[config.mk]
export PLATFORM = sky130hd
export DESIGN_NAME = qenc_counter
export DESIGN_NICKNAME = d
export VERILOG_FILES = /design/src/rtl/qenc_pkg.sv /design/src/rtl/qenc_sync.sv /design/src/rtl/qenc_step_decode.sv /design/src/rtl/qenc_position.sv /design/src/rtl/qenc_counter.sv
export SDC_FILE = /design/constraint.sdc
export NUM_CORES = 1
export LEC_CHECK = 0
export ABC_AREA = 0
export BUFFER_PORTS_ARGS = -buffer_cell sky130_fd_sc_hd__buf_2
export CORE_MARGIN = 1
export CORE_UTILIZATION = 64
export CTS_CLUSTER_DIAMETER = 30
export DETAILED_ROUTE_END_ITERATION = 10
export HOLD_SLACK_MARGIN = 0.02
export PLACE_DENSITY = 0.92
export REMOVE_ABC_BUFFERS = 1
export SLEW_MARGIN = 0
export SYNTH_ARGS = -nofsm -noshare
export SYNTH_HDL_FRONTEND = slang
export SYNTH_SLANG_ARGS = --single-unit
[constraint.sdc]
create_clock -name clk -period 5.38 [get_ports clk]
set_input_delay 1.076 -clock clk [delete_from_list [all_inputs] [get_ports clk]]
set_output_delay 1.076 -clock clk [all_outputs]
set_load 0.05 [all_outputs]
[src/rtl/qenc_pkg.sv]
package qenc_pkg;

  localparam int unsigned ADDR_W = 3;

  // Register word addresses
  typedef enum logic [ADDR_W-1:0] {
    REG_CTRL   = 3'd0,
    REG_COUNT  = 3'd1,
    REG_LIMIT  = 3'd2,
    REG_SNAP   = 3'd3,
    REG_IDXCAP = 3'd4
  } qenc_reg_e;

  // Control word, packed from bit 2 down to bit 0
  typedef struct packed {
    logic reverse;     // bit 2
    logic idx_clr_en;  // bit 1
    logic idx_cap_en;  // bit 0
  } qenc_ctrl_t;

endpackage

[src/rtl/qenc_sync.sv]
module qenc_sync #(
  parameter int unsigned W      = 3,
  parameter int unsigned STAGES = 2
) (
  input  logic         clk,
  input  logic         rst,
  input  logic [W-1:0] din,
  output logic [W-1:0] dout
);

  logic [STAGES-1:0][W-1:0] chain;

  always_ff @(posedge clk) begin
    if (rst) begin
      chain <= '0;
    end else begin
      chain[0] <= din;
      for (int s = 1; s < STAGES; s++) begin
        chain[s] <= chain[s-1];
      end
    end
  end

  assign dout = chain[STAGES-1];

endmodule

[src/rtl/qenc_step_decode.sv]
module qenc_step_decode (
  input  logic clk,
  input  logic rst,
  input  logic a,
  input  logic b,
  input  logic z,
  input  logic reverse,
  output logic step_up,
  output logic step_dn,
  output logic idx_rise
);

  logic a_q, b_q, z_q;
  logic fwd, bwd;

  always_ff @(posedge clk) begin
    if (rst) begin
      a_q <= 1'b0;
      b_q <= 1'b0;
      z_q <= 1'b0;
    end else begin
      a_q <= a;
      b_q <= b;
      z_q <= z;
    end
  end

  // A-leading Gray order 00 -> 10 -> 11 -> 01 -> 00
  always_comb begin
    fwd = (a == ~b_q) && (b == a_q);
    bwd = (a == b_q) && (b == ~a_q);
    step_up  = reverse ? bwd : fwd;
    step_dn  = reverse ? fwd : bwd;
    idx_rise = z && !z_q;
  end

  p_one_step_r2: assert property (@(posedge clk) disable iff (rst)
    $onehot0({step_up, step_dn}));

  p_illegal_ignored_r3: assert property (@(posedge clk) disable iff (rst)
    ((a != a_q) && (b != b_q)) |-> (!step_up && !step_dn));

  p_still_no_step_r2: assert property (@(posedge clk) disable iff (rst)
    ((a == a_q) && (b == b_q)) |-> (!step_up && !step_dn));

endmodule

[src/rtl/qenc_position.sv]
module qenc_position #(
  parameter int unsigned CNT_W = 32
) (
  input  logic             clk,
  input  logic             rst,
  input  logic             step_up,
  input  logic             step_dn,
  input  logic             idx_rise,
  input  logic             idx_clr_en,
  input  logic             idx_cap_en,
  input  logic             snap,
  input  logic [CNT_W-1:0] limit,
  input  logic             sw_wr,
  input  logic [CNT_W-1:0] sw_data,
  output logic [CNT_W-1:0] cnt,
  output logic [CNT_W-1:0] snap_q,
  output logic [CNT_W-1:0] idx_q
);

  logic [CNT_W-1:0] cnt_inc, cnt_dec;
  logic             idx_clr;

  always_comb begin
    cnt_inc = (cnt >= limit) ? '0 : cnt + 1'b1;
    cnt_dec = (cnt == '0) ? limit : cnt - 1'b1;
    idx_clr = idx_rise && idx_clr_en;
  end

  always_ff @(posedge clk) begin
    if (rst) begin
      cnt    <= '0;
      snap_q <= '0;
      idx_q  <= '0;
    end else begin
      if (snap) snap_q <= cnt;
      if (idx_rise && idx_cap_en) idx_q <= cnt;
      if (sw_wr)        cnt <= sw_data;
      else if (idx_clr) cnt <= '0;
      else if (step_up) cnt <= cnt_inc;
      else if (step_dn) cnt <= cnt_dec;
    end
  end

  p_up_wrap_r5: assert property (@(posedge clk) disable iff (rst)
    (step_up && !sw_wr && !idx_clr && (cnt >= limit)) |=> (cnt == '0));

  p_down_wrap_r6: assert property (@(posedge clk) disable iff (rst)
    (step_dn && !sw_wr && !idx_clr && (cnt == '0)) |=> (cnt == $past(limit)));

  p_idx_clear_r7: assert property (@(posedge clk) disable iff (rst)
    (idx_clr && !sw_wr) |=> (cnt == '0));

  p_cap_before_clear_r9: assert property (@(posedge clk) disable iff (rst)
    (idx_rise && idx_cap_en) |=> (idx_q == $past(cnt)));

  p_snap_r10: assert property (@(posedge clk) disable iff (rst)
    snap |=> (snap_q == $past(cnt)));

  p_sw_wins_r11: assert property (@(posedge clk) disable iff (rst)
    sw_wr |=> (cnt == $past(sw_data)));

  p_cap_hold_r8: assert property (@(posedge clk) disable iff (rst)
    !(idx_rise && idx_cap_en) |=> $stable(idx_q));

endmodule

[src/rtl/qenc_counter.sv]
module qenc_counter #(
  parameter int unsigned CNT_W     = 32,
  parameter int unsigned DATA_W    = 32,
  parameter int unsigned SYNC_STG  = 2,
  parameter logic [CNT_W-1:0] LIMIT_RST = 32'h3FFF
) (
  input  logic              clk,
  input  logic              rst,
  input  logic              enc_a,
  input  logic              enc_b,
  input  logic              enc_idx,
  input  logic              snap_strobe,
  input  logic [2:0]        bus_addr,
  input  logic              bus_wr,
  input  logic [DATA_W-1:0] bus_wdata,
  output logic [DATA_W-1:0] bus_rdata,
  output logic [CNT_W-1:0]  pos_count
);
  import qenc_pkg::*;

  localparam int unsigned NSYNC = 3;

  logic [NSYNC-1:0] raw_in, syn_in;
  qenc_ctrl_t       ctrl_q;
  logic [CNT_W-1:0] limit_q, cnt, snap_q, idx_q;
  logic             step_up, step_dn, idx_rise;
  logic             sw_wr;
  qenc_reg_e        reg_sel;

  assign raw_in = {enc_idx, enc_b, enc_a};

  qenc_sync #(.W(NSYNC), .STAGES(SYNC_STG)) i_sync (
    .clk (clk),
    .rst (rst),
    .din (raw_in),
    .dout(syn_in)
  );

  qenc_step_decode i_decode (
    .clk     (clk),
    .rst     (rst),
    .a       (syn_in[0]),
    .b       (syn_in[1]),
    .z       (syn_in[2]),
    .reverse (ctrl_q.reverse),
    .step_up (step_up),
    .step_dn (step_dn),
    .idx_rise(idx_rise)
  );

  assign reg_sel = qenc_reg_e'(bus_addr);
  assign sw_wr   = bus_wr && (reg_sel == REG_COUNT);

  qenc_position #(.CNT_W(CNT_W)) i_position (
    .clk       (clk),
    .rst       (rst),
    .step_up   (step_up),
    .step_dn   (step_dn),
    .idx_rise  (idx_rise),
    .idx_clr_en(ctrl_q.idx_clr_en),
    .idx_cap_en(ctrl_q.idx_cap_en),
    .snap      (snap_strobe),
    .limit     (limit_q),
    .sw_wr     (sw_wr),
    .sw_data   (bus_wdata[CNT_W-1:0]),
    .cnt       (cnt),
    .snap_q    (snap_q),
    .idx_q     (idx_q)
  );

  // Writable settings
  always_ff @(posedge clk) begin
    if (rst) begin
      ctrl_q  <= '0;
      limit_q <= LIMIT_RST;
    end else if (bus_wr) begin
      if (reg_sel == REG_CTRL)  ctrl_q  <= qenc_ctrl_t'(bus_wdata[2:0]);
      if (reg_sel == REG_LIMIT) limit_q <= bus_wdata[CNT_W-1:0];
    end
  end

  // Registered read path
  always_ff @(posedge clk) begin
    if (rst) begin
      bus_rdata <= '0;
    end else begin
      case (reg_sel)
        REG_CTRL:   bus_rdata <= DATA_W'(ctrl_q);
        REG_COUNT:  bus_rdata <= DATA_W'(cnt);
        REG_LIMIT:  bus_rdata <= DATA_W'(limit_q);
        REG_SNAP:   bus_rdata <= DATA_W'(snap_q);
        REG_IDXCAP: bus_rdata <= DATA_W'(idx_q);
        default:    bus_rdata <= '0;
      endcase
    end
  end

  assign pos_count = cnt;

  p_ctrl_upper_zero_r12: assert property (@(posedge clk) disable iff (rst)
    (reg_sel == REG_CTRL) |=> (bus_rdata[DATA_W-1:3] == '0));

  p_limit_hold_r12: assert property (@(posedge clk) disable iff (rst)
    !(bus_wr && (reg_sel == REG_LIMIT)) |=> $stable(limit_q));

endmodule

==> impl_metrics.env <==
export IMPL_core_um2=14040
export IMPL_rrSetupSlack_ns=1.60
export IMPL_cts_sinks=172
export IMPL_grt_max_degree=85
export IMPL_drtIter0Drc=1295
export IMPL_post_cts_resized=0
export IMPL_die_y_um=122.7
export IMPL_mappedNetlistArea_um2=9328
export IMPL_row_count=43
export IMPL_seq_area_frac_synth=0.3691
export IMPL_setup_viol=0
export IMPL_worst_path_max_fanout=12
export IMPL_power_uw=3685
export IMPL_synthCells=1182
export IMPL_place_congestion=0.9902
export IMPL_postRouteAntennaNets=0
export IMPL_design_area_um2=10400
export IMPL_timing_fmax_ghz=0.2642
export IMPL_synth_top_area_cell="dfxtp_1"
export IMPL_wire_per_inst_um=19.43
export IMPL_overflow=0
export IMPL_peakVddDrop_mv=0.3826
export IMPL_outcome="complete, no violations"
export IMPL_power_internal_uw=2375
export IMPL_synth_top_cell_area_share=0.3691
export IMPL_routed_via_density=6.677
export IMPL_slew_headroom=0.2109
export IMPL_holdWs_ns=0.4434
export IMPL_htreeDepth=4
export IMPL_area_growth_pct=11.47
export IMPL_fin_nets=1294
export IMPL_leakagePower_uw=0.004154
export IMPL_cts_root_buffer="clkbuf_16"
export IMPL_vias=9415
export IMPL_grt_usage=0.3732
export IMPL_tns_ns=0
export IMPL_yosys_top_cells_area="dfxtp_1 (37%), nand2_1 (6.6%), a21oi_1 (6.3%)"
export IMPL_grt_pass1_wl_um=43540
export IMPL_power_density_nw_per_um2=354.4
export IMPL_p_switching_uw=1310
export IMPL_hold_violations=0
export IMPL_power_frac_clock=0.329
export IMPL_cts_setup_buffers=0
export IMPL_numCtsBuffers=17
export IMPL_fin_crit_sh=0.7035
export IMPL_synth_flop_cell="dfxtp_1"
export IMPL_arrival_ns=4.13
export IMPL_yosys_top_cells_count="dfxtp_1 (172), nand2_1 (164), a21oi_1 (118), nor2_1 (103), clkbuf_1 (95)"
export IMPL_first_pass_iters=6
export IMPL_die_width_um=122.7
export IMPL_start_kind="register"
export IMPL_tightest_slew_ns=1.184
export IMPL_hpwlAfterDp_um=17920
export IMPL_required_ns=5.72
export IMPL_critPathCaptureType="register"
export IMPL_slew_viol_final=0
export IMPL_pwr_share_seq=0.404
export IMPL_crit_type="register to register"
export IMPL_synth_cell_type_count=63
export IMPL_dpl_instance_area_um2=9822
export IMPL_diodes=0
export IMPL_synth_edf_count=0
export IMPL_hold_path_class="register to register"
export IMPL_cts_tree="yes"
export IMPL_min_period_ns=3.785
export IMPL_cts_clk_slew_worst_paths_ns=0.07
export IMPL_ioPinCount=106
export IMPL_ys_seq_elements=172
export IMPL_initial_core_util=0.6643
export IMPL_clkLatencyLatePin_ns=0.45
export IMPL_clock_skew_ns=0.007110
export IMPL_p_comb_frac=0.267
export IMPL_io_buffers=105
export IMPL_hold_buffers=0
export IMPL_drv_cap=0
export IMPL_antenna_found_initial=0
export IMPL_wl_um=27400
export IMPL_syn_avg_cell_area_um2=7.891
export IMPL_drc=0
export IMPL_drive_gt1_frac=0.1455
export IMPL_p_sw_frac=0.3554
export IMPL_async_reset_ff_frac=0
export IMPL_finish_utilization=0.7404
export IMPL_grt_pass1_vias=8823
export IMPL_clockBufferDepth=2
export IMPL_synth_most_common_cell="dfxtp_1"
export IMPL_die_area_um2=15060
export IMPL_grt_setup_unrepaired="no"
export IMPL_yosysWarnings=0
[through the flow]
| step | std cells | setup WS (ns) |
|---|---|---|
| finish | 1410 | 1.595 |
| global route | 1410 | 1.494 |
| CTS | 1410 | 1.711 |
| detailed placement | 1378 | 1.546 |
| global placement | 1378 | 1.598 |
| floorplan | 1073 | 0.2408 |
[worst paths after layout]
| check | startpoint | endpoint | cells past startpoint |
|---|---|---|---|
| hold reg to reg | i_sync.chain[1] | i_sync.dout[1] | 1 |
| hold / removal | i_sync.chain[1] | i_sync.dout[1] | 1 |
| setup / recovery | i_position.cnt[0] | i_position.cnt[27] | 10 |
| setup reg to reg | i_position.cnt[0] | i_position.cnt[27] | 10 |
[power groups by stage]
stage	Clock [uW]	Combinational [uW]	Sequential (uW)
global placement	0	928	1500
floorplan	0	559	1600
global route	1270	1060	1500
finish	1210	984	1490
CTS	1220	964	1480
detailed placement	0	951	1510
[kinds of logic (layout without fill, tap and decap cells)]
group | count (synthesis) | after routing | synth area share
xor+xnor | 35 | 35 | 0.03286
fa+ha+maj | 35 | 35 | 0.04695
buf+inv | 147 | 195 | 0.06211
flops | 172 | 172 | 0.3691
mux | 40 | 40 | 0.04306
simple gates | 418 | 418 | 0.2089
compound gates | 335 | 335 | 0.2370
[routing by layer]
layer | GRT usage | wire length, um
met1 | 0.4765 | 10980
met2 | 0.5874 | 12650
met3 | 0.08875 | 2779
met4 | 0.1867 | 989
met5 | 0 | 0
[placed cells by master (no fill, tap or decap), drive strengths merged, types with 9 or more instances in the layout]
master and instances:
dfxtp 172, xor2 17, a211oi 16, nand2 164, nand3 23, nand4 19, inv 39, mux2i 39
nor3 21, nor4 12, a31oi 11, nand2b 9, xnor2 18, a21oi 118, a22oi 71, and3 10
clkbuf 18, buf 125, ha 35, a221oi 11, nor2b 16, o21ai 33, or4 12, nor2 103
a211o 13
[area by class of cell]
class / instances / area [um^2]
Timing Repair Buffer: 125 / 678.2
Tap cell: 180 / 225.2
Inverter: 38 / 142.6
Clock inverter: 14 / 146.4
Multi-Input combinational cell: 863 / 5333
Fill cell: 1045 / 3645
Sequential cell: 172 / 3443
Clock buffer: 18 / 429.2
[state kept, by name, indices dropped and copies added (netlist names)]
signal,count
bus_rdata,32
ctrl_q,3
i_decode.a_q,1
i_decode.b_q,1
i_decode.z_q,1
i_position.cnt,32
i_position.idx_q,32
i_position.snap_q,32
i_sync.chain,3
i_sync.dout,3
limit_q,32
[critical path: stages, from the launching register on]
cell	delay (ns)
dfxtp_1	0.61
inv_1	0.17
ha_1	0.31
nand2b_1	0.14
a2111o_1	0.43
a311oi_1	0.36
a211oi_1	0.16
a211oi_1	0.84
buf_4	0.28
nand2b_1	0.07
o32ai_1	0.31
(Power assumes the default switching activity.)
